File: src/rtl/dual_dac_pkg.sv
package dual_dac_pkg;

  localparam int unsigned NCH     = 2;
  localparam int unsigned CH_A    = 0;
  localparam int unsigned CH_B    = 1;
  localparam int unsigned FIELD_W = 3;
  localparam int unsigned PAD_W   = 3;
  localparam int unsigned EXT_W   = 4;

  typedef enum logic [FIELD_W-1:0] {
    FLD_EXT      = 3'b000,
    FLD_STAGE_A  = 3'b001,
    FLD_DIRECT   = 3'b010,
    FLD_STG_A_GO = 3'b011,
    FLD_SLEEP    = 3'b100,
    FLD_STAGE_B  = 3'b101,
    FLD_RECALL   = 3'b110,
    FLD_STG_B_GO = 3'b111
  } field_e;

  typedef struct packed {
    logic wr_stage;
    logic wr_live;
    logic sleep_req;
  } ch_act_t;

  typedef struct packed {
    logic lvl_set;
    logic lvl_val;
    logic edge_set;
    logic edge_val;
  } glob_act_t;

endpackage

File: src/rtl/dual_dac_rst_sync.sv
module dual_dac_rst_sync #(
  parameter int unsigned STAGES = 2
) (
  input  logic clk,
  input  logic arst_n,
  output logic srst_n
);
  logic [STAGES-1:0] chain_q;

  always_ff @(posedge clk or negedge arst_n) begin
    if (!arst_n) chain_q <= '0;
    else         chain_q <= {chain_q[STAGES-2:0], 1'b1};
  end

  assign srst_n = chain_q[STAGES-1];
endmodule

File: src/rtl/dual_dac_cmd_decode.sv
module dual_dac_cmd_decode
  import dual_dac_pkg::*;
#(
  parameter int unsigned CODE_W = 10
) (
  input  logic [CODE_W+FIELD_W+PAD_W-1:0] word,
  input  logic                            valid,
  output ch_act_t [NCH-1:0]               act,
  output glob_act_t                       gact,
  output logic [CODE_W-1:0]               code
);
  localparam int unsigned WORD_W = CODE_W + FIELD_W + PAD_W;
  localparam int unsigned CODE_HI = WORD_W - FIELD_W - 1;

  field_e             field;
  logic [EXT_W-1:0]   ext;

  assign field = field_e'(word[WORD_W-1 -: FIELD_W]);
  assign ext   = word[CODE_HI -: EXT_W];
  assign code  = word[CODE_HI -: CODE_W];

  // padding bits below the code are never looked at
  always_comb begin
    act  = '0;
    gact = '0;
    if (valid) begin
      case (field)
        FLD_STAGE_A: act[CH_A].wr_stage = 1'b1;
        FLD_STAGE_B: act[CH_B].wr_stage = 1'b1;
        FLD_STG_A_GO: begin
          act[CH_A].wr_stage = 1'b1;
          act[CH_A].wr_live  = 1'b1;
          act[CH_B].wr_live  = 1'b1;
        end
        FLD_STG_B_GO: begin
          act[CH_B].wr_stage = 1'b1;
          act[CH_A].wr_live  = 1'b1;
          act[CH_B].wr_live  = 1'b1;
        end
        FLD_DIRECT: begin
          for (int i = 0; i < NCH; i++) begin
            act[i].wr_stage = 1'b1;
            act[i].wr_live  = 1'b1;
          end
        end
        FLD_RECALL: begin
          for (int i = 0; i < NCH; i++) act[i].wr_live = 1'b1;
        end
        FLD_SLEEP: begin
          for (int i = 0; i < NCH; i++) act[i].sleep_req = 1'b1;
        end
        FLD_EXT: begin
          casez (ext)
            4'b001?: act[CH_A].wr_live   = 1'b1;
            4'b101?: act[CH_B].wr_live   = 1'b1;
            4'b110?: act[CH_A].sleep_req = 1'b1;
            4'b111?: act[CH_B].sleep_req = 1'b1;
            4'b010?: begin gact.lvl_set  = 1'b1; gact.lvl_val  = 1'b0; end
            4'b011?: begin gact.lvl_set  = 1'b1; gact.lvl_val  = 1'b1; end
            4'b1001: begin gact.edge_set = 1'b1; gact.edge_val = 1'b1; end
            4'b1000: begin gact.edge_set = 1'b1; gact.edge_val = 1'b0; end
            default: ;
          endcase
        end
        default: ;
      endcase
    end
  end
endmodule

File: src/rtl/dual_dac_channel.sv
module dual_dac_channel
  import dual_dac_pkg::*;
#(
  parameter int unsigned CODE_W = 10
) (
  input  logic              clk,
  input  logic              code_rst_n,
  input  logic              flag_rst_n,
  input  ch_act_t           act,
  input  logic [CODE_W-1:0] code,
  input  logic              sd_allow,
  output logic [CODE_W-1:0] live,
  output logic              shut
);
  logic [CODE_W-1:0] stage_q, stage_d, live_q, live_d;
  logic              stage_en, live_en;
  logic              sleep_q, sleep_d, sleep_en;

  // next state
  always_comb begin
    stage_en = act.wr_stage;
    stage_d  = code;
    live_en  = act.wr_live;
    live_d   = act.wr_stage ? code : stage_q;   // go-live sees the new stage value
    sleep_en = act.wr_live | ~sd_allow | (act.sleep_req & sd_allow);
    sleep_d  = act.sleep_req & sd_allow & ~act.wr_live;
  end

  // codes: cleared by clear or power-on
  always_ff @(posedge clk or negedge code_rst_n) begin
    if (!code_rst_n) begin
      stage_q <= '0;
      live_q  <= '0;
    end else begin
      if (stage_en) stage_q <= stage_d;
      if (live_en)  live_q  <= live_d;
    end
  end

  // shutdown flag: power-on only
  always_ff @(posedge clk or negedge flag_rst_n) begin
    if (!flag_rst_n)   sleep_q <= 1'b0;
    else if (sleep_en) sleep_q <= sleep_d;
  end

  assign live = live_q;
  assign shut = sleep_q & sd_allow;   // permit fall wakes at once
endmodule

File: src/rtl/dual_dac_cmd_decoder.sv
module dual_dac_cmd_decoder
  import dual_dac_pkg::*;
#(
  parameter int unsigned CODE_W      = 10,
  parameter int unsigned SYNC_STAGES = 2
) (
  input  logic                            clk,
  input  logic                            por_n,
  input  logic                            clr_n,
  input  logic                            sd_allow,
  input  logic [CODE_W+FIELD_W+PAD_W-1:0] cmd_word,
  input  logic                            cmd_valid,
  output logic [CODE_W-1:0]               dac_a,
  output logic [CODE_W-1:0]               dac_b,
  output logic                            shut_a,
  output logic                            shut_b,
  output logic                            user_out,
  output logic                            dout_rise
);
  logic              por_sync_n, code_arst_n, code_rst_n;
  ch_act_t [NCH-1:0] act;
  glob_act_t         gact;
  logic [CODE_W-1:0] code;
  logic [CODE_W-1:0] live [NCH];
  logic [NCH-1:0]    shut;
  logic              lvl_q, edge_q;

  assign code_arst_n = por_n & clr_n;

  dual_dac_rst_sync #(.STAGES(SYNC_STAGES)) u_por_sync (
    .clk(clk), .arst_n(por_n), .srst_n(por_sync_n));

  dual_dac_rst_sync #(.STAGES(SYNC_STAGES)) u_clr_sync (
    .clk(clk), .arst_n(code_arst_n), .srst_n(code_rst_n));

  dual_dac_cmd_decode #(.CODE_W(CODE_W)) u_decode (
    .word(cmd_word), .valid(cmd_valid), .act(act), .gact(gact), .code(code));

  for (genvar g = 0; g < NCH; g++) begin : g_ch
    dual_dac_channel #(.CODE_W(CODE_W)) u_ch (
      .clk(clk), .code_rst_n(code_rst_n), .flag_rst_n(por_sync_n),
      .act(act[g]), .code(code), .sd_allow(sd_allow),
      .live(live[g]), .shut(shut[g]));
  end

  // global level and edge select
  always_ff @(posedge clk or negedge por_sync_n) begin
    if (!por_sync_n) begin
      lvl_q  <= 1'b0;
      edge_q <= 1'b0;
    end else begin
      if (gact.lvl_set)  lvl_q  <= gact.lvl_val;
      if (gact.edge_set) edge_q <= gact.edge_val;
    end
  end

  assign dac_a     = live[CH_A];
  assign dac_b     = live[CH_B];
  assign shut_a    = shut[CH_A];
  assign shut_b    = shut[CH_B];
  assign user_out  = lvl_q;
  assign dout_rise = edge_q;
endmodule

File: config.mk
export PLATFORM = sky130hd
export DESIGN_NAME = dual_dac_cmd_decoder
export DESIGN_NICKNAME = d
export VERILOG_FILES = /design/src/rtl/dual_dac_pkg.sv /design/src/rtl/dual_dac_rst_sync.sv /design/src/rtl/dual_dac_cmd_decode.sv /design/src/rtl/dual_dac_channel.sv /design/src/rtl/dual_dac_cmd_decoder.sv
export SDC_FILE = /design/constraint.sdc
export NUM_CORES = 1
export LEC_CHECK = 0
export BUFFER_PORTS_ARGS = -buffer_cell sky130_fd_sc_hd__buf_2
export CORE_MARGIN = 4
export CORE_UTILIZATION = 35
export CTS_BUF_LIST = sky130_fd_sc_hd__clkbuf_16
export CTS_CLUSTER_DIAMETER = 100
export DETAILED_ROUTE_END_ITERATION = 8
export GPL_ROUTABILITY_DRIVEN = 0
export PLACE_DENSITY = 0.65
export SYNTH_ARGS = -nofsm -noshare
export SYNTH_HDL_FRONTEND = slang
export SYNTH_SLANG_ARGS = --single-unit
export TNS_END_PERCENT = 50
File: constraint.sdc
create_clock -name clk -period 2.9 [get_ports clk]
set_input_delay 0.58 -clock clk [delete_from_list [all_inputs] [get_ports clk]]
set_output_delay 0.58 -clock clk [all_outputs]
set_load 0.01 [all_outputs]
# Word level (Yosys, flattened, before mapping)
# Cells that the tools add are included.
[word_totals]
input_bits = 21
elab_cells = 60
regBits = 48
[op_classes]
reduce_logical = 4
eq_ne = 15
bitwise_logic = 14
n_mux = 17
[ops]
columns = ["op", "count"]
rows = [
  ["equality test 3 bit, second input constant", 7],
  ["two-way mux 10 bit", 2],
  ["equality test 3 x 2 -> 1 bit, second input constant", 4],
  ["equality test 4 bit, second input constant", 2],
  ["two-way mux 4 bit", 2],
  ["case mux 1 bit (2 select lines)", 4],
  ["case mux 2 bit (2 select lines)", 2],
  ["bitwise AND 1 bit", 7],
  ["equality test 3 x 1 -> 1 bit, second input constant", 2],
  ["two-way mux 1 bit", 6],
  ["two-way mux 6 bit", 1],
  ["OR reduction 3 bit", 2],
  ["bitwise OR 1 bit", 4],
  ["OR reduction 4 bit", 1],
  ["zero test 3 bit", 1],
  ["inverter 1 bit", 3],
]

# Logic depth before layout (Yosys ltp)
# Gate-level depths: netlist (run 1).
[logic_depth]
ltp_word = 6
depth_mapped = 6
mapped_depth_nobuf = 4

# Cells and area by module
# Synthesis (run 1) repeated with hierarchy kept, for this count alone.
[hier_totals]
hier_cells = 136
area_unflattened_um2 = 2144.6
[modules_own_cells]
columns = ["module", "n_inst", "area_per_inst_um2", "cells_per_inst", "seq_area_each_um2"]
rows = [
  ["dual_dac_channel", 2, 859.6, 46, 525.5],
  ["dual_dac_cmd_decode", 1, 231.5, 33, 0.0],
  ["dual_dac_rst_sync", 2, 53.8, 3, 50.0],
  ["dual_dac_cmd_decoder", 1, 86.3, 5, 50.0],
]

# Worst setup path before layout (run 1)
# No wires, ideal clock.
[synth_timing]
path_type = "input to register"
start = "input cmd_word[15]"
end = "register g_ch[1].u_ch.live_q[0]"
n_path_buf = 1
required_ps = 2775
cell_stages = 5
setup_ps = 125
path_slack_ps = 936
arrival_time_ps = 1840
cell_sequence = "buf_6 -> and4bb_2 -> a31oi_4 -> mux2_2 -> mux2_2"
[synth_via]
elab_chain_cells = 5
[synth_rtl]
columns = ["element", "line", "source"]
rows = [
  ["start, declared", "dual_dac_cmd_decoder.sv:11", "input logic [CODE_W+FIELD_W+PAD_W-1:0] cmd_word,"],
  ["equality test 3 bit / equality test 3 x 2 -> 1 bit (equally long branches)", "dual_dac_cmd_decode.sv:27", "case (field)"],
  ["OR reduction 3 bit (no line) (*)", "--", ""],
  ["two-way mux 1 bit (*)", "dual_dac_cmd_decode.sv:27", ""],
  ["two-way mux 6 bit (*)", "dual_dac_cmd_decode.sv:26", "if (valid) begin"],
  ["two-way mux 10 bit (*)", "--", ""],
  ["named net g_ch[1].u_ch.live_d[0]", "dual_dac_channel.sv:15", "logic [CODE_W-1:0] stage_q, stage_d, live_q, live_d;"],
  ["end signal, assigned", "dual_dac_channel.sv:36", "if (live_en) live_q <= live_d;"],
  ["end, declared", "dual_dac_channel.sv:15", ""],
]
# Mark *: on every way through the listed nets, which the timed path passes. The rest lies on a longest branch.
# A chain may end at the register's enable or synchronous reset.

# Final worst setup path (run 1)
[layout_timing]
start = "input cmd_word[11]"
end = "register g_ch[1].u_ch.live_q[6]"
[layout_via]
elab_chain_cells = 4
[layout_rtl]
columns = ["element", "line", "source"]
rows = [
  ["equality test 3 bit", "dual_dac_cmd_decode.sv:53", "casez (ext)"],
  ["two-way mux 1 bit", "dual_dac_cmd_decode.sv:53", ""],
  ["case mux 1 bit (2 select lines)", "dual_dac_cmd_decode.sv:27", ""],
  ["two-way mux 6 bit", "dual_dac_cmd_decode.sv:26", ""],
]
# No other way between the ends.

==> impl_results.md, run 1 <==
* Status: finished, final reports clean
* Power density cells at 758 nW/µm²
* GR Util All Layers at 12.1%
* CTS Buf Count at 5
* Critical path launch point type: input port
* Post-synth EDFFs at 0
* Reg clk slew, reported paths at 0.06 ns
* H-tree depth at 2
* Initial DRT Pass Iterations at 4
* Seq. cell area at 1200 µm²
* Sw frac at 25.2%
* CP required at 3.06 ns
* Post-synthesis simple-gate area fraction at 5.39%
* Final net count at 188
* Cell accounting for the most synthesized area: dfrtp_1
* Maximum clock frequency at 501 MHz
* Starting Density at 36.4%
* Root Buffer: clkbuf_16
* Syn Area/Cell at 15.8 µm²
* Vias per cell at 4.66
* Crit path DAT at 2.15 ns
* Mapped Area at 1880 µm²
* Post-synthesis mux area share at 25.5%
* Flop pwr share at 49.5%
* Worst skew pair latency at 0.28 ns
* HPWL Detailed at 2670 µm
* Area share of fa/ha/maj cells after synthesis at 0%
* Register bit count reported by yosys at 48
* DRC at 0
* Ys Warns at 0
* Seq/Total Area, Yosys at 63.9%
* P_int at 1.31 mW
* Port-buffer cells at 41
* Fin crit period at 1.99 ns
* Worst slew margin at 58.7%
* DR iter-0 viols at 33
* Sw power at 0.443 mW
* Largest net degree at the start of global routing at 41
* Crit path kind: input port to flop
* Combinational power share at 20.2%
* Pre-CTS WS at 0.570 ns
* Ys async rst share at 100%
* Max-cap viol count at 0
* Rows at 26
* Filler Cells Inserted at 475
* CORE AREA at 5170 µm²
* Final setup TNS at 0 ns
* Compound-Gate Fraction of Synth Area at 3.26%
* CTS Hold Bufs at 0
* Number of global-route vias before repair at 1202
* WHS at 0.0622 ns
* Top cells by count, synth: 48 x dfrtp_1, 40 x mux2_2, 5 x nor2_1
* Overall routed net length at 3620 µm
* Yosys top cell area share at 63.9%
* DR vias at 1110
* Worst-margin pin slew at 0.619 ns
* DRT antenna net count at 0
* Routed WL per cell at 15.2 µm
* Most frequent cell after synthesis: dfrtp_1
* Synth area leaders: dfrtp_1 64%, mux2_2 24%, mux2_4 1.6%, a31oi_4 1.1%, and2_1 1.0%
* Multi-input logic area at 656 µm²
* GRT overflow at 0
* Global-route wire length before repair at 5910 µm
* Period utilization at 68.8%
* Util after Layout at 44.8%
* Initial antenna violation count at 0
* Share of cells above drive strength 1 at 56.5%
* Die width at 81.3 µm
* CTS tree: done
* Setup violations, final at 0
* Leakage power at 1.07 nW
* Post-CTS setup buffer count at 0
* Worst-case clock skew at 0.00169 ns
* Worst-path fanout max at 11
* Peak VDD IR at 0.264 mV
* Largest family of logic cells by synthesized area: multiplexers
* Hold crit path type: flop to asynchronous set/reset pin
* Ys flop type: dfrtp_1
* Antenna Cells at 0
* Max-slew violation count at 0
* Gate Count Post-Synth at 119
* Die Span Y at 81.3 µm
* Setup crit end kind: flop
* Final hold vios at 0
* Die area at 6610 µm²
* Total power at 1.75 mW
* XOR/XNOR Fraction of Synth Area at 0%
* RSZ-0062 raised after global routing: false
* Final worst slack at 0.906 ns
* Ports at 45
* Area Growth Syn to Fin at 23.2%
* Yosys cell types at 23
* Clock sink count at 48
* Clock share of power at 30.4%
* Clock buffer depth at 2
* CTS resizes at 0
metal layers:
layer | GRT usage (%) | share of wire [%]
met1 | 13.9 | 41
met2 | 21.1 | 54
met3 | 2.11 | 4.3
met4 | 6.42 | 0.99
met5 | 0 | 0
registers in the layout, indices dropped and copies added, names as in the netlist:
name                count
g_ch.u_ch.sleep_q       2
user_out                1
u_por_sync.chain_q      2
dout_rise               1
u_clr_sync.chain_q      2
g_ch.u_ch.live         20
g_ch.u_ch.stage_q      20
cell type report:
cell class	instances	area share, %
Inverter	1	0.162
Tap cell	70	3.78
Multi-Input combinational cell	67	28.3
Clock buffer	5	5.40
Sequential cell	48	51.9
Clock inverter	3	0.648
Timing Repair Buffer	44	9.83
worst max-delay path, cell delays in order:
cell and delay [ns]:
buf_2 0.14, or3b_1 0.40, nor2_1 0.10, o21a_1 0.52, mux2_2 0.41
cells in the final DEF, fill, tap and decap left out, types with 2 or more instances in the layout:
cell and n:
buf_2 41, conb_1 2, or3b_1 2, dfrtp_1 48
buf_4 3, and2_1 3, mux2_4 2, nor2_1 5
inv_1 2, mux2_2 40, a31oi_1 2, clkbuf_16 5
power by group through the flow:
stage               logic, mW  clock network [mW]  registers (mW)
global route            0.389               0.580           0.887
floorplan               0.166                   0           0.920
global placement        0.347                   0           0.873
CTS                     0.363               0.553           0.872
detailed placement      0.362                   0           0.883
finish                  0.354               0.533           0.868
path summary, 6_finish.rpt:
check,from,to,slack (ns),cells past startpoint
setup reg to reg,g_ch[0].u_ch.stage_q[4],g_ch[0].u_ch.live[4],1.87,2
max in group asynchronous,u_clr_sync.chain_q[1],g_ch[1].u_ch.stage_q[1],2.26,1
hold reg to reg,u_por_sync.chain_q[1],user_out,0.06,0
setup / recovery,cmd_word[11],g_ch[1].u_ch.live[6],0.91,5
hold / removal,u_por_sync.chain_q[1],user_out,0.06,0
min in group clk,u_clr_sync.chain_q[0],u_clr_sync.chain_q[1],0.36,0
cell families (layout without fill, tap and decap cells):
family | count (synthesis) | after routing
AO/OA/AOI/OAI | 7 | 7
buffers and inverters | 5 | 53
flip-flops | 48 | 48
multiplexers | 42 | 42
other | 1 | 2
AND/OR/NAND/NOR | 16 | 16
stage by stage:
stage               instances  cell area, µm²
detailed placement        230            2180
floorplan                 120            1880
CTS                       238            2320
global route              238            2320
finish                    238            2320
global placement          230            2180
Power figures use the tool's default switching activity.
==> run 2, diff against run 1 <==
PLACE_DENSITY = 0.67   (was 0.65)
clock period = 1.8 ns   (was 2.9 ns; I/O delays follow)
==> impl_results.md, run 2 (synthesis gave the netlist of run 1 again) <==
* Rows at 26
* RSZ-0062 raised after global routing: false
* Most frequent cells in the layout: 47 x dfrtp_1, 41 x buf_2, 40 x mux2_2, 8 x buf_4
* Cells after DPL at 236
* Die width at 81.3 µm
* Setup slack, reg-to-reg at 0.79 ns
* Initial antenna violation count at 0
* CORE AREA at 5170 µm²
* Clock share of power at 33.4%
* HPWL Detailed at 2710 µm
* DRC at 0
* Global-route wire length before repair at 6180 µm
* Max stage delay on crit path at 0.35 ns
* Antenna Cells at 0
* Crit path cell chain: buf_2 > and4bb_2 > a31oi_4 > buf_12 > mux2_2 > mux2_2
* GRT overflow at 0
* Vias per cell at 4.68
* H-tree depth at 2
* DR vias at 1152
* Number of global-route vias before repair at 1278
* Largest net degree at the start of global routing at 41
* Max-cap viol count at 0
* Total power at 2.98 mW
* Worst-margin pin slew at 0.849 ns
* Setup crit end kind: flop
* Initial DRT Pass Iterations at 3
* DR iter-0 viols at 25
* Sw frac at 23.9%
* Worst Path Buf+Inv at 2
* Post-Layout Cell Count at 246
* CP max-delay cell: mux2_2
* Worst skew pair latency at 0.28 ns
* Util after Layout at 46.7%
* Starting Density at 36.4%
* Power density cells at 1230 nW/µm²
* Period utilization at 85.2%
* Seq. cell area at 1200 µm²
* Commonest non-fill, non-tap cell in the layout: dfrtp_1
* Pre-CTS WS at -0.0331 ns
* Crit path DAT at 1.70 ns
* Clock sink count at 48
* Leakage power at 1.13 nW
* CTS Buf Count at 5
* Share of cells above drive strength 1 at 58.0%
* Sw power at 0.711 mW
* Root Buffer: clkbuf_16
* CTS resizes at 0
* Fin crit period at 1.53 ns
* Hold crit path type: flop to asynchronous set/reset pin
* Setup violations, final at 0
* Crit path kind: input port to flop
* Die Span Y at 81.3 µm
* Peak VDD IR at 0.549 mV
* Max-slew violation count at 0
* Routed WL per cell at 14.9 µm
* Critical path launch point type: input port
* CTS tree: done
* Delay-heaviest family, CP: multiplexers
* Port-buffer cells at 41
* Worst-path fanout max at 10
* GR Util All Layers at 12.6%
* Ports at 45
* Die area at 6610 µm²
* Combinational power share at 19.1%
* Filler Cells Inserted at 455
* Most used cell, CP: mux2_2
* DRT antenna net count at 0
* Status: finished, final reports clean
* Worst slew margin at 43.4%
* Clock buffer depth at 2
* Final net count at 196
* Flop pwr share at 47.6%
* Reg clk slew, reported paths at 0.06 ns
* P_int at 2.27 mW
* Final worst slack at 0.266 ns
* Multi-input logic area at 656 µm²
* Final hold vios at 0
* Maximum clock frequency at 652 MHz
* Worst-case clock skew at 0.00372 ns
* CP required at 1.96 ns
* Overall routed net length at 3660 µm
* Area Growth Syn to Fin at 28.5%
[run 2: cell types whose count changed in the layout (fill, tap and decap cells not counted)]
cell | before | now
bufinv_16 | 0 | 1
dfrtp_2 | 0 | 1
dlygate4sd3_1 | 0 | 2
clkinv_1 | 1 | 2
buf_12 | 0 | 1
clkinvlp_4 | 1 | 0
inv_1 | 2 | 1
buf_4 | 3 | 8
dfrtp_1 | 48 | 47
[run 2: final timing paths]
kind | startpoint | endpoint | cells past startpoint
worst max-delay path | cmd_valid | g_ch[1].u_ch.live[2] | 6
worst min register to register | u_por_sync.chain_q[1] | user_out | 0
min in group clk | sd_allow | g_ch[0].u_ch.sleep_q | 2
worst max register to register | g_ch[1].u_ch.stage_q[4] | g_ch[1].u_ch.live[4] | 2
worst min-delay path | u_por_sync.chain_q[1] | user_out | 0
max in group asynchronous | u_clr_sync.chain_q[1] | g_ch[1].u_ch.stage_q[5] | 0
[run 2: area by class of cell]
cell class,instances,area share [%]
Clock inverter,3,1.55
Tap cell,70,3.62
Timing Repair Buffer,52,12.6
Multi-Input combinational cell,67,27.1
Sequential cell,48,49.7
Clock buffer,5,5.18
Inverter,1,0.155
[run 2: through the flow]
stage,instance area [µm²],hold slack (ns),TNS (ns)
after floorplan,1880,0.0403,0
after global placement,2230,0.0534,0
after detailed placement,2230,0.0622,-0.172
after CTS,2420,0.0677,0
after global routing,2420,0.0807,0
final,2420,0.0621,0
[run 2: metal layers]
layer | wire length (µm) | track usage, % | vias to the layer above
li1 | - | - | 533
met1 | 1610 | 15.4 | 590
met2 | 1850 | 20.5 | 27
met3 | 158 | 3.44 | 2
met4 | 41 | 6.08 | 0
met5 | 0 | 0 | -
[run 2: power by group through the flow]
stage | Sequential (mW) | Clock, mW | Combinational (mW)
final | 1.42 | 0.994 | 0.568
after global routing | 1.45 | 1.07 | 0.618
after CTS | 1.42 | 1.03 | 0.580
after detailed placement | 1.44 | 0 | 0.575
after global placement | 1.42 | 0 | 0.556
after floorplan | 1.48 | 0 | 0.267
[run 2: timing repair]
item,in CTS,in global routing
setup endpoints to repair,0,0
hold endpoints to repair,4,0
hold buffers,2,0
buffers inserted,0,0
[run 2: worst register-to-register path: cells and delay by family, from the launching register on]
kind          cells  cell delay, ns
flip-flops        1            0.36
multiplexers      2            0.54
==> run 3, diff against run 2 <==
HOLD_SLACK_MARGIN = 0.12   (was not set)
==> impl_results.md, run 3 (synthesis gave the netlist of run 1 again) <==
* Status: finished, final reports clean
* R2R Path Start: g_ch[1].u_ch.stage_q[4]
* Filler Cells Inserted at 454
* Combinational power share at 19.2%
* Setup crit end kind: flop
* Starting Density at 36.4%
* Port-buffer cells at 41
* DR iter-0 viols at 28
* Area Growth Syn to Fin at 29.1%
* Final Instance Area at 2430 µm²
* Rows at 26
* Worst skew pair latency at 0.28 ns
* Worst-margin pin slew at 0.849 ns
* Commonest non-fill, non-tap cell in the layout: dfrtp_1
* Setup violations, final at 0
* Power density cells at 1230 nW/µm²
* Worst-path fanout max at 10
* Flop pwr share at 47.5%
* Die area at 6610 µm²
* Sw power at 0.712 mW
* DRC at 0
* Cells after DPL at 236
* Min-Delay Startpoint: sd_allow
* Sw frac at 23.9%
* Post-Layout Cell Count at 247
* Die Span Y at 81.3 µm
* Vias per cell at 4.74
* Max-cap viol count at 0
* Crit path kind: input port to flop
* CTS resizes at 0
* Clock buffer depth at 2
* Crit path DAT at 1.70 ns
* Worst R2R End: g_ch[1].u_ch.live[4]
* WHS at 0.342 ns
* GR Util All Layers at 12.7%
* Critical path launch point type: input port
* Initial antenna violation count at 0
* Max-slew violation count at 0
* P_int at 2.27 mW
* Final worst slack at 0.266 ns
* Clock sink count at 48
* CP required at 1.96 ns
* CORE AREA at 5170 µm²
* DR vias at 1172
* Overall routed net length at 3710 µm
* Pre-CTS WS at -0.0331 ns
* RSZ-0062 raised after global routing: false
* Root Buffer: clkbuf_16
* Setup slack, reg-to-reg at 0.79 ns
* Hold crit path type: input port to flop
* CTS Buf Count at 5
* Hold Path Depth at 2
* Fin crit period at 1.53 ns
* Largest net degree at the start of global routing at 41
* Reg clk slew, reported paths at 0.06 ns
* Sink of the worst hold path: g_ch[0].u_ch.sleep_q
* Leakage power at 1.13 nW
* HPWL Detailed at 2710 µm
* Area post-placement at 2230 µm²
* Util after Layout at 46.9%
* Routed WL per cell at 15.0 µm
* Number of global-route vias before repair at 1287
* Worst reg2reg path depth at 2
* H-tree depth at 2
* Antenna Cells at 0
* GRT overflow at 0
* Peak VDD IR at 0.549 mV
* Final net count at 197
* Ports at 45
* Maximum clock frequency at 652 MHz
* Worst slew margin at 43.4%
* Most frequent cells in the layout: 47 x dfrtp_1, 41 x buf_2, 40 x mux2_2, 8 x buf_4
* Worst-case clock skew at 0.00364 ns
* Die width at 81.3 µm
* DRT antenna net count at 0
* Share of cells above drive strength 1 at 57.6%
* CTS tree: done
* Global-route wire length before repair at 6220 µm
* Clock share of power at 33.3%
* Initial DRT Pass Iterations at 4
* Period utilization at 85.2%
* Final hold vios at 0
[run 3: cell types whose count changed in the layout (fill, tap and decap cells not counted)]
cell and delta:
dlygate4sd3_1 +1
[run 3: cell type report]
type                       instances  area, µm²  share of cell area (%)
clock inverter                     3       37.5                    1.55
clock buffer                       5        125                    5.15
timing repair buffer              53        315                    13.0
sequential                        48       1200                    49.5
tap                               70       87.6                    3.61
multi-input combinational         67        656                    27.0
inverter                           1       3.75                   0.155
[run 3: worst max-delay path by stage]
| stage | from | end | slack [ns] | cells after the start |
|---|---|---|---|---|
| finish | cmd_valid | g_ch[1].u_ch.live[4] | 0.27 | 6 |
| global route | cmd_valid | g_ch[1].u_ch.live[4] | 0.22 | 6 |
| CTS | cmd_valid | g_ch[1].u_ch.live[4] | 0.27 | 6 |
| detailed placement | cmd_valid | g_ch[1].u_ch.live[6] | -0.03 | 6 |
| global placement | cmd_valid | g_ch[1].u_ch.live[6] | 0.02 | 6 |
| floorplan | cmd_word[15] | g_ch[1].u_ch.live[0] | 0.06 | 5 |
[run 3: worst max-delay path, cell delays in order]
cell	delay, ns
buf_2	0.14
and4bb_2	0.24
a31oi_4	0.17
buf_12	0.16
mux2_2	0.34
mux2_2	0.27
[run 3: timing repair]
item	4_1_cts	5_1_grt
setup buffers	0	0
hold buffers	3	0
setup endpoints to repair	0	0
hold endpoints to repair	8	0
[run 3: power groups by stage]
stage	clock (mW)	combinational (mW)	sequential, mW
after floorplan	0	0.267	1.48
after global placement	0	0.556	1.42
after detailed placement	0	0.575	1.44
after CTS	1.03	0.584	1.42
after global routing	1.07	0.622	1.45
final	0.994	0.572	1.42
[run 3: per-stage QoR]
| stage | power [mW] | TNS [ns] |
|---|---|---|
| floorplan | 1.75 | 0 |
| finish | 2.98 | 0 |
| detailed placement | 2.02 | -0.172 |
| global route | 3.14 | 0 |
| CTS | 3.03 | 0 |
| global placement | 1.98 | 0 |
[run 3: per-layer routing]
metal	global-route usage [%]	share of wire, %
met1	15.4	43
met2	20.8	51
met3	3.44	4.6
met4	6.08	1.1
met5	0	0
